## config.mk

```make
export PLATFORM = sky130hd
export DESIGN_NAME = arb_mutex2
export DESIGN_NICKNAME = d
export VERILOG_FILES = /design/src/rtl/arb_pkg.sv /design/src/rtl/arb_hs_monitor.sv /design/src/rtl/arb_grant_core.sv /design/src/rtl/arb_mutex2.sv
export SDC_FILE = /design/constraint.sdc
export NUM_CORES = 1
export LEC_CHECK = 0
export BUFFER_PORTS_ARGS = -buffer_cell sky130_fd_sc_hd__buf_2
export CAP_MARGIN = 25
export CORE_AREA = 2 2 39 41
export CTS_CLUSTER_DIAMETER = 30
export DETAILED_ROUTE_END_ITERATION = 8
export DIE_AREA = 0 0 41 43
export GPL_TIMING_DRIVEN = 0
export SLEW_MARGIN = 25
export SYNTH_ARGS = -nofsm -noshare
export SYNTH_HDL_FRONTEND = slang
export SYNTH_SLANG_ARGS = --single-unit
```

## constraint.sdc

```tcl
create_clock -name clk -period 1.9 [get_ports clk]
set_input_delay 0.095 -clock clk [delete_from_list [all_inputs] [get_ports clk]]
set_output_delay 0.095 -clock clk [all_outputs]
set_load 0.01 [all_outputs]
```

## src/rtl/arb_pkg.sv

```systemverilog
package arb_pkg;

   localparam int unsigned NUM_SIDES = 2;

   // A client may only move its request while the request it last showed
   // matches the grant it currently sees.
   function automatic logic hs_violation(input logic req_now,
                                         input logic req_prev,
                                         input logic gnt_seen);
      return (req_now != req_prev) && (req_prev != gnt_seen);
   endfunction

endpackage

```

## src/rtl/arb_hs_monitor.sv

```systemverilog
module arb_hs_monitor
   import arb_pkg::*;
(
   input  logic clk,
   input  logic rst,
   input  logic req,
   input  logic gnt,
   output logic err
);

   logic req_q;
   logic err_q;

   always_ff @(posedge clk) begin
      if (rst) begin
         req_q <= 1'b0;
         err_q <= 1'b0;
      end else begin
         req_q <= req;
         err_q <= err_q | hs_violation(req, req_q, gnt);
      end
   end

   assign err = err_q;

   // the flag never clears outside reset
   p_err_sticky_r10: assert property (@(posedge clk) disable iff (rst)
      err_q |=> err_q);

endmodule

```

## src/rtl/arb_grant_core.sv

```systemverilog
module arb_grant_core #(
   parameter bit PREFER_RIGHT = 1'b0
) (
   input  logic clk,
   input  logic rst,
   input  logic req_l,
   input  logic req_r,
   output logic gnt_l,
   output logic gnt_r
);

   logic gl_q, gr_q;
   logic rl_q, rr_q;
   logic pend_l, pend_r;
   logic tie_left;
   logic left_wins;
   logic gl_n, gr_n;

   // a request seen on the last edge that is still ungranted counts as waiting
   assign pend_l = rl_q & ~gl_q;
   assign pend_r = rr_q & ~gr_q;

   generate
      if (PREFER_RIGHT) begin : g_tie_right
         assign tie_left = 1'b0;
      end else begin : g_tie_left
         assign tie_left = 1'b1;
      end
   endgenerate

   always_comb begin
      if (pend_l && !pend_r)      left_wins = 1'b1;
      else if (pend_r && !pend_l) left_wins = 1'b0;
      else                        left_wins = tie_left;
   end

   always_comb begin
      gl_n = gl_q ? req_l : (req_l & ~gr_q & (~req_r | left_wins));
      gr_n = gr_q ? req_r : (req_r & ~gl_q & (~req_l | ~left_wins));
   end

   always_ff @(posedge clk) begin
      if (rst) begin
         gl_q <= 1'b0;
         gr_q <= 1'b0;
         rl_q <= 1'b0;
         rr_q <= 1'b0;
      end else begin
         gl_q <= gl_n;
         gr_q <= gr_n;
         rl_q <= req_l;
         rr_q <= req_r;
      end
   end

   assign gnt_l = gl_q;
   assign gnt_r = gr_q;

   p_mutex_r5: assert property (@(posedge clk) disable iff (rst)
      !(gl_q && gr_q));
   p_hold_left_r3: assert property (@(posedge clk) disable iff (rst)
      (gl_q && req_l) |=> gl_q);
   p_hold_right_r3: assert property (@(posedge clk) disable iff (rst)
      (gr_q && req_r) |=> gr_q);
   p_rise_left_r2: assert property (@(posedge clk) disable iff (rst)
      $rose(gl_q) |-> !$past(gr_q));
   p_rise_right_r2: assert property (@(posedge clk) disable iff (rst)
      $rose(gr_q) |-> !$past(gl_q));
   p_change_left_r8: assert property (@(posedge clk) disable iff (rst)
      (gl_q != $past(gl_q)) |-> (gl_q == $past(req_l)));
   p_change_right_r8: assert property (@(posedge clk) disable iff (rst)
      (gr_q != $past(gr_q)) |-> (gr_q == $past(req_r)));

endmodule

```

## src/rtl/arb_mutex2.sv

```systemverilog
module arb_mutex2
   import arb_pkg::*;
#(
   parameter bit PREFER_RIGHT = 1'b0
) (
   input  logic clk,
   input  logic rst,
   input  logic req_left,
   input  logic req_right,
   output logic gnt_left,
   output logic gnt_right,
   output logic protocol_error
);

   initial begin
      if (NUM_SIDES != 2) $error("arb_mutex2 supports exactly two sides");
   end

   logic [NUM_SIDES-1:0] req_v;
   logic [NUM_SIDES-1:0] gnt_v;
   logic [NUM_SIDES-1:0] err_v;

   assign req_v = {req_right, req_left};
   assign gnt_v = {gnt_right, gnt_left};

   arb_grant_core #(.PREFER_RIGHT(PREFER_RIGHT)) u_core (
      .clk   (clk),
      .rst   (rst),
      .req_l (req_left),
      .req_r (req_right),
      .gnt_l (gnt_left),
      .gnt_r (gnt_right)
   );

   for (genvar s = 0; s < NUM_SIDES; s++) begin : g_mon
      arb_hs_monitor u_mon (
         .clk (clk),
         .rst (rst),
         .req (req_v[s]),
         .gnt (gnt_v[s]),
         .err (err_v[s])
      );
   end

   assign protocol_error = |err_v;

   // checked at the block boundary as well
   p_out_mutex_r5: assert property (@(posedge clk) disable iff (rst)
      $countones(gnt_v) <= 1);

endmodule

```

After elaboration in Yosys (flattened, before gate mapping)
Index checks and enable logic that the tools add are counted.
{ "word_totals": {"ff_bits": 6, "output_inout_bits": 3, "elab_cells": 36, "input_bits": 4} }
{ "classes": {"reduce_logical": 7, "n_mux": 4, "bitwise": 15, "eq_ne": 4} }
{ "op_table": {"columns": ["operator", "n"], "rows": [
  ["bitwise AND 1 bit", 6],
  ["NOT 1 bit", 5],
  ["logical AND 1 bit", 4],
  ["2-to-1 mux 1 bit", 4],
  ["!= test 1 bit", 4],
  ["OR 1 bit", 4],
  ["logical NOT 1 bit", 2],
  ["OR reduction 2 bit", 1]
]} }

Longest topological paths before layout
Gate-level depths: netlist (run 1).
{ "depth": {"ltp_word": 10, "ltp_mapped": 4} }

By module
Synthesis (run 1) repeated with hierarchy kept, for this count alone.
{ "hier_totals": {"cells_unflattened": 28, "hier_area_um2": 292.8} }
{ "modules_own_cells": {"columns": ["module", "instances", "cells_per_inst", "area_per_inst_um2"], "rows": [
  ["arb_hs_monitor", 2, 7, 72.6],
  ["arb_grant_core", 1, 13, 141.4],
  ["arb_mutex2", 1, 1, 6.3]
]} }

Worst setup path after synthesis (run 1)
Ideal clock, no wire load.
{ "synth_path": {"path_kind": "flip-flop to flip-flop", "from": "register u_core.gl_q (netlist: u_core.gnt_l)", "to": "register u_core.gl_q (netlist: u_core.gnt_l)", "setup_ps": 119, "required_ps": 1781, "arrival_time_ps": 1017, "path_buffers": 0, "stages_incl_launch_ff": 5, "path_slack_ps": 764, "path_cell_list": "dfxtp_1 inv_1 ha_1 nand2b_1 o221a_1"} }
{ "synth_between": {"elab_chain_cells": 9} }
{ "synth_lines": {"columns": ["item", "line_no", "text"], "rows": [
  ["start: declaration", "arb_grant_core.sv:12", "logic gl_q, gr_q;"],
  ["start signal: assignment", "arb_grant_core.sv:49", "gl_q <= gl_n;"],
  ["NOT 1 bit", "arb_grant_core.sv:20", "assign pend_l = rl_q & ~gl_q;"],
  ["bitwise AND 1 bit", "arb_grant_core.sv:20", null],
  ["logical NOT 1 bit", "arb_grant_core.sv:33", "else if (pend_r && !pend_l) left_wins = 1'b0;"],
  ["logical AND 1 bit", "arb_grant_core.sv:33", null],
  ["2-to-1 mux 1 bit", "arb_grant_core.sv:33", null],
  ["2-to-1 mux 1 bit", "arb_grant_core.sv:32", "if (pend_l && !pend_r) left_wins = 1'b1;"],
  ["OR 1 bit", "arb_grant_core.sv:38", "gl_n = gl_q ? req_l : (req_l & ~gr_q & (~req_r | left_wins));"],
  ["bitwise AND 1 bit", "arb_grant_core.sv:38", null],
  ["2-to-1 mux 1 bit (*)", "arb_grant_core.sv:38", null]
]} }
Every way passes the cells marked *; elsewhere a longest branch is shown, timed or not.
A chain may end at the register's enable or synchronous reset.

Worst setup path in the final report (run 1)
Same ends and word-level chain as after synthesis.

==> metrics.yaml, run 1 <==
synth:
  syn_area_per_cell_um2: 10.9
  synth_cell_types: 12
  synth_top_area_frac: 0.440
  ys_seq_elements: 6
  syn_inst: 25
  synth_area_leaders: "dfxtp_1 (44%), nand2b_1 (11%), ha_1 (9.2%)"
  seq_area_frac_synth: 0.440
  synthesis.nets: 31
  netlist_area_um2: 273
  synth_largest_area_cell: "dfxtp_1"
  yosysWarnings: 0
clocking:
  cts_root_buffer: "clkbuf_4"
  cts-buffers-inserted: 3
  htree_levels: 1
  cts.clk_slew.worst_paths_ns: 0.04
  clock_latency_ns: 0.24
  cts_sinks: 6
  clockBufferDepth: 2
  cts_setup_buffers: 0
  cts_hold_buf: 0
  cts_resized: 0
  cts_tree: "yes"
pwr:
  p_int_uw: 230
  power_frac_seq: 0.474
  vdd_drop_max_v: 0.000290
  p_sw_frac: 0.231
  pwr-share-comb: 0.145
  p_clk_frac: 0.381
  p_per_area_mw_per_mm2: 866
  p_leak_nw: 0.152
  p_switching_uw: 69.0
worst_setup_path:
  worstReg2RegEnd: "u_core.gnt_l"
  path_max_fanout: 5
  path_class: "reg -> reg"
  arrival_ns: 1.28
  reg2reg_depth: 4
  crit_path_start_kind: "register"
  crit_chain: "inv_1, ha_1, nand2b_1, o221a_1"
  cp-end-kind: "register"
  r2r_start: "u_core.gnt_l"
  slowest_stage: "dfxtp_1"
  r2r_slack_ns: 0.75
  worstPathRequired_ns: 2.03
  worst_path_largest_cell_delay_ns: 0.39
timing:
  whs_ns: 0.108
  finalSetupTns_ns: 0
  hold_violations: 0
  worst_pin_slew_ns: 0.168
  period_share: 0.607
  setup_viol: 0
  slew_violations: 0
  fmax_mhz: 868
  fin_crit_ns: 1.15
  worst_slack_ns: 0.747
  grt_setup_unrepaired: "no"
  max-slew-margin-rel: 0.887
  finClkSkew_ns: 0.00158
hold_path:
  hold_class: "in -> reg"
  min_path_cells: 2
  min_from: "rst"
  hold-path-endpoint: "g_mon[0].u_mon.req_q"
global_route:
  grt_pass1_wl_um: 731
  grt_pass1_vias: 187
  track_usage: 0.0665
  antenna_found_initial: 0
  grt_start_max_net_pins: 7
  gr-total-overflow: 0
routing:
  drt_iter0_markers: 0
  dr.pass1.iters: 1
  avgViaCountPerCell: 3.90
  vias: 195
  antenna_left: 0
  avgRoutedWirePerCell_um: 8.40
  finalWirelength_um: 420
  drc: 0
floorplan:
  core_mm2: 0.00138
  rows: 14
  chipWidth_um: 41
  die_y_um: 43
  ioPinCount: 7
  start_util: 0.197
  dieArea_mm2: 0.00176
run_status:
  status: "finished clean"
final_layout:
  diodes: 0
  drive_gt1_frac: 0.382
  fillers: 151
  syn2layout_area_growth_pct: 26.6
  post-route-cell-area_um2: 345
  fin_nets: 42
  stdcell_count: 50
  layout_common_cells: "dfxtp_1 (6), buf_2 (6), nand2b_1 (5), inv_1 (3), clkbuf_4 (3)"
placement:
  globalplace.congestion: 0.609
  pre_cts_ws_ns: 0.755
  dp_hpwl_um: 339
  dpl_cell_area_um2: 323
  place_inst: 47
  port_buffers: 6
job:
  cap_violations: 0
[final cells by class]
type / count / area, µm² / share of cell area
clock buffer: 3 / 22.5 / 0.0652
tap: 16 / 20.0 / 0.0580
multi-input combinational: 16 / 141 / 0.409
sequential: 6 / 120 / 0.348
timing repair buffer: 6 / 30.0 / 0.0870
inverter: 3 / 11.3 / 0.0326
[stage by stage]
stage,power [mW],util
6_report,0.299,0.250
5_1_grt,0.319,0.250
4_1_cts,0.306,0.250
3_5_place_dp,0.188,0.233
3_3_place_gp,0.188,0.233
2_1_floorplan,0.172,-
[synthesized netlist by cell type, drive strengths merged]
cell and instances:
inv 3, or2 1, nand2b 5, dfxtp 6
o221a 1, o31ai 2, xnor2 2, ha 2
nor2b 2, a221oi 1
[worst max-delay path: cells and delay by family, from the launching register on]
| kind | cells | cell delay, ns |
|---|---|---|
| simple gates | 1 | 0.17 |
| compound gates | 1 | 0.23 |
| flops | 1 | 0.39 |
| fa+ha+maj | 1 | 0.19 |
| buf+inv | 1 | 0.07 |
[power groups by stage]
stage	clock (mW)	combinational, mW	sequential (mW)
finish	0.114	0.0433	0.142
global route	0.127	0.0491	0.143
CTS	0.119	0.0446	0.142
detailed placement	0	0.0443	0.144
global placement	0	0.0440	0.144
floorplan	0	0.0278	0.144
[sequential cells by signal (all words and copies together) (netlist names)]
name and cells:
u_core.gnt_l 1, u_core.gnt_r 1, g_mon.u_mon.req_q 1, g_mon.u_mon.err 2, u_core.rr_q 1
[metal layers]
metal  global-route usage  wire length (µm)  vias up  part of all wire
met2               0.0750               170        5              0.40
met1               0.0877               225       85              0.54
li1                     -                 -      105                 -
met5                    0                 0        -                 0
met4               0.0600                 0        0                 0
met3               0.0314                24        0             0.057
[how the worst max path moves through the flow]
| stage | start | to | slack, ns |
|---|---|---|---|
| CTS | u_core.gnt_l | u_core.gnt_l | 0.74 |
| finish | u_core.gnt_l | u_core.gnt_l | 0.75 |
| floorplan | u_core.gnt_l | u_core.gnt_l | 0.76 |
| global route | u_core.gnt_l | u_core.gnt_l | 0.69 |
| detailed placement | u_core.gnt_l | u_core.gnt_l | 0.75 |
| global placement | u_core.gnt_l | u_core.gnt_l | 0.75 |
[cell families after synthesis]
group	share of synthesized area
and+or+nand+nor	0.193
DFF	0.440
adders and majority gates	0.0917
buffers and inverters	0.0413
AOI/OAI and AO/OA	0.170
xor gates and xnor gates	0.0642
No activity file was read; power rests on OpenSTA's default activity.
==> inputs of run 2 (changes only) <==
Clock period 1.9 ns to 1 ns, I/O delays scaled along.
==> run 2 against run 1 <==
Against the previous run:
- count of clock-buffer cells in the layout rose by 1
- flip-flop and latch count did not move
- global-route usage rose by 1.0 points
- total power rose by 110%
- via count rose by 8.7%
- design area rose by 19%
- largest cell class unchanged
- non-clock buffer count rose by 2
- critical path depth did not move
- register-to-register slack got worse by 0.71 ns
- highest routed layer unchanged
==> metrics.yaml, run 2 (synthesis gave the netlist of run 1 again) <==
run_status:
  status: "finished clean"
worst_setup_path:
  worstPathRequired_ns: 1.14  # -0.89 ns
  cp_top_family: "flip-flops"
  crit_chain: "inv_2, ha_4, nand2b_4, o221a_1"
  startpoint: "u_core.gnt_l"
  crit_path_start_kind: "register"
  path_class: "reg -> reg"
  path_max_fanout: 2  # -3
  reg2reg_depth: 4  # unchanged
  slowest_stage: "dfxtp_4"
  arrival_ns: 1.10  # -0.18 ns
  cp-end-kind: "register"
  worst_path_largest_cell_delay_ns: 0.34  # -0.05 ns
  r2r_start: "u_core.gnt_l"
  cp.depth: 4  # unchanged
  r2r_slack_ns: 0.04  # -0.71 ns
  cp.buffers_inverters: 1  # unchanged
timing:
  fmax_mhz: 1040  # +20%
  finClkSkew_ns: 0.00613  # +0.00456 ns
  slew_violations: 0  # unchanged
  setup_viol: 0  # unchanged
  fin_crit_ns: 0.961  # -0.191 ns
  worst_pin_slew_ns: 0.170  # +0.00158 ns
  max-slew-margin-rel: 0.886  # -0.00106
  worst_slack_ns: 0.0388  # -0.709 ns
  grt_setup_unrepaired: "no"
  period_share: 0.961  # +0.355
  hold_violations: 0  # unchanged
floorplan:
  rows: 14  # unchanged
  die_y_um: 43  # unchanged
  dieArea_mm2: 0.00176  # unchanged
  start_util: 0.197  # unchanged
  core_mm2: 0.00138  # unchanged
  ioPinCount: 7  # unchanged
  chipWidth_um: 41  # unchanged
final_layout:
  diodes: 0  # unchanged
  post-route-cell-area_um2: 410  # +19%
  layout_common_cells: "buf_2 (5), nand2b_1 (4), dfxtp_1 (4), clkbuf_4 (3)"
  syn2layout_area_growth_pct: 50.5
  final_common_cell: "buf_2"
  largest_register_ffs: 2  # unchanged
  fin_nets: 44  # +4.8%
  drive_gt1_frac: 0.595  # +0.212
routing:
  finalWirelength_um: 517  # +23%
  vias: 212  # +8.7%
  drc: 0  # unchanged
  avgViaCountPerCell: 4.00  # +2.6%
  antenna_left: 0  # unchanged
  avgRoutedWirePerCell_um: 9.75  # +16%
  drt_iter0_markers: 3  # +3
  dr.pass1.iters: 4  # +3
placement:
  dp_hpwl_um: 355  # +4.7%
  dpl_cell_area_um2: 338  # +4.7%
  pre_cts_ws_ns: -0.00219  # -0.757 ns
  port_buffers: 6  # unchanged
  globalplace.congestion: 0.633  # +3.9%
clocking:
  cts.clk_slew.worst_paths_ns: 0.05  # about the same
  clock_latency_ns: 0.24  # about the same
  cts_root_buffer: "clkbuf_4"
  cts_hold_buf: 0  # unchanged
  htree_levels: 1  # unchanged
  cts_tree: "yes"
  cts-buffers-inserted: 3  # unchanged
  cts_sinks: 6  # unchanged
  clockBufferDepth: 2  # unchanged
pwr:
  p_per_area_mw_per_mm2: 1540  # +78%
  vdd_drop_max_v: 0.000527  # +82%
  p_leak_nw: 0.169  # +11%
job:
  cap_violations: 0  # unchanged
hold_path:
  hold_class: "in -> reg"
  min_from: "rst"
  min_path_cells: 2  # unchanged
global_route:
  track_usage: 0.0766  # +0.0101
  grt_pass1_vias: 209  # +12%
  antenna_found_initial: 0  # unchanged
  grt_start_max_net_pins: 7  # unchanged
  gr-total-overflow: 0  # unchanged
  grt_pass1_wl_um: 821  # +12%
-- run 2: area by class of cell --
type | instances | area, µm²
repair buffers | 8 | 51.3
fillers | 158 | 973
multi-input cells | 16 | 176
clock buffers | 4 | 26.3
well taps | 16 | 20.0
flip-flops and latches | 6 | 125
inverters | 3 | 11.3
-- run 2: layer usage --
| layer | part of all wire | GRT usage |
|---|---|---|
| met1 | 0.46 | 0.0945 |
| met4 | 0 | 0.0800 |
| met5 | 0 | 0 |
| met2 | 0.48 | 0.0906 |
| met3 | 0.060 | 0.0314 |
-- run 2: power breakdown --
part | internal (mW) | switching [mW] | total (mW) | leakage [nW]
Sequential | 0.258 | 0.0121 | 0.270 | 0.0507
Combinational | 0.0709 | 0.0494 | 0.120 | 0.104
Clock | 0.151 | 0.0913 | 0.243 | 0.0150
Total | 0.480 | 0.153 | 0.633 | 0.169
-- run 2: final timing paths --
check / endpoint
worst max-delay path: u_core.gnt_l
worst min-delay path: g_mon[0].u_mon.req_q
worst max register to register: u_core.gnt_l
worst min register to register: g_mon[0].u_mon.err
-- run 2: repair_timing --
action,4_1_cts,5_1_grt
setup buffers,2,0
endpoints found under the setup margin,3,2
gates resized for setup,2,2
hold endpoints to repair,0,0
-- run 2: metrics by stage --
step	power [mW]	TNS [ns]	hold slack, ns	cells	utilization
global route	0.677	0	0.0586	53	0.297
global placement	0.364	-0.00375	0.315	47	0.244
finish	0.633	0	0.0550	53	0.297
floorplan	0.334	0	0.122	25	-
CTS	0.636	0	0.0546	53	0.280
detailed placement	0.365	-0.00219	0.318	47	0.244
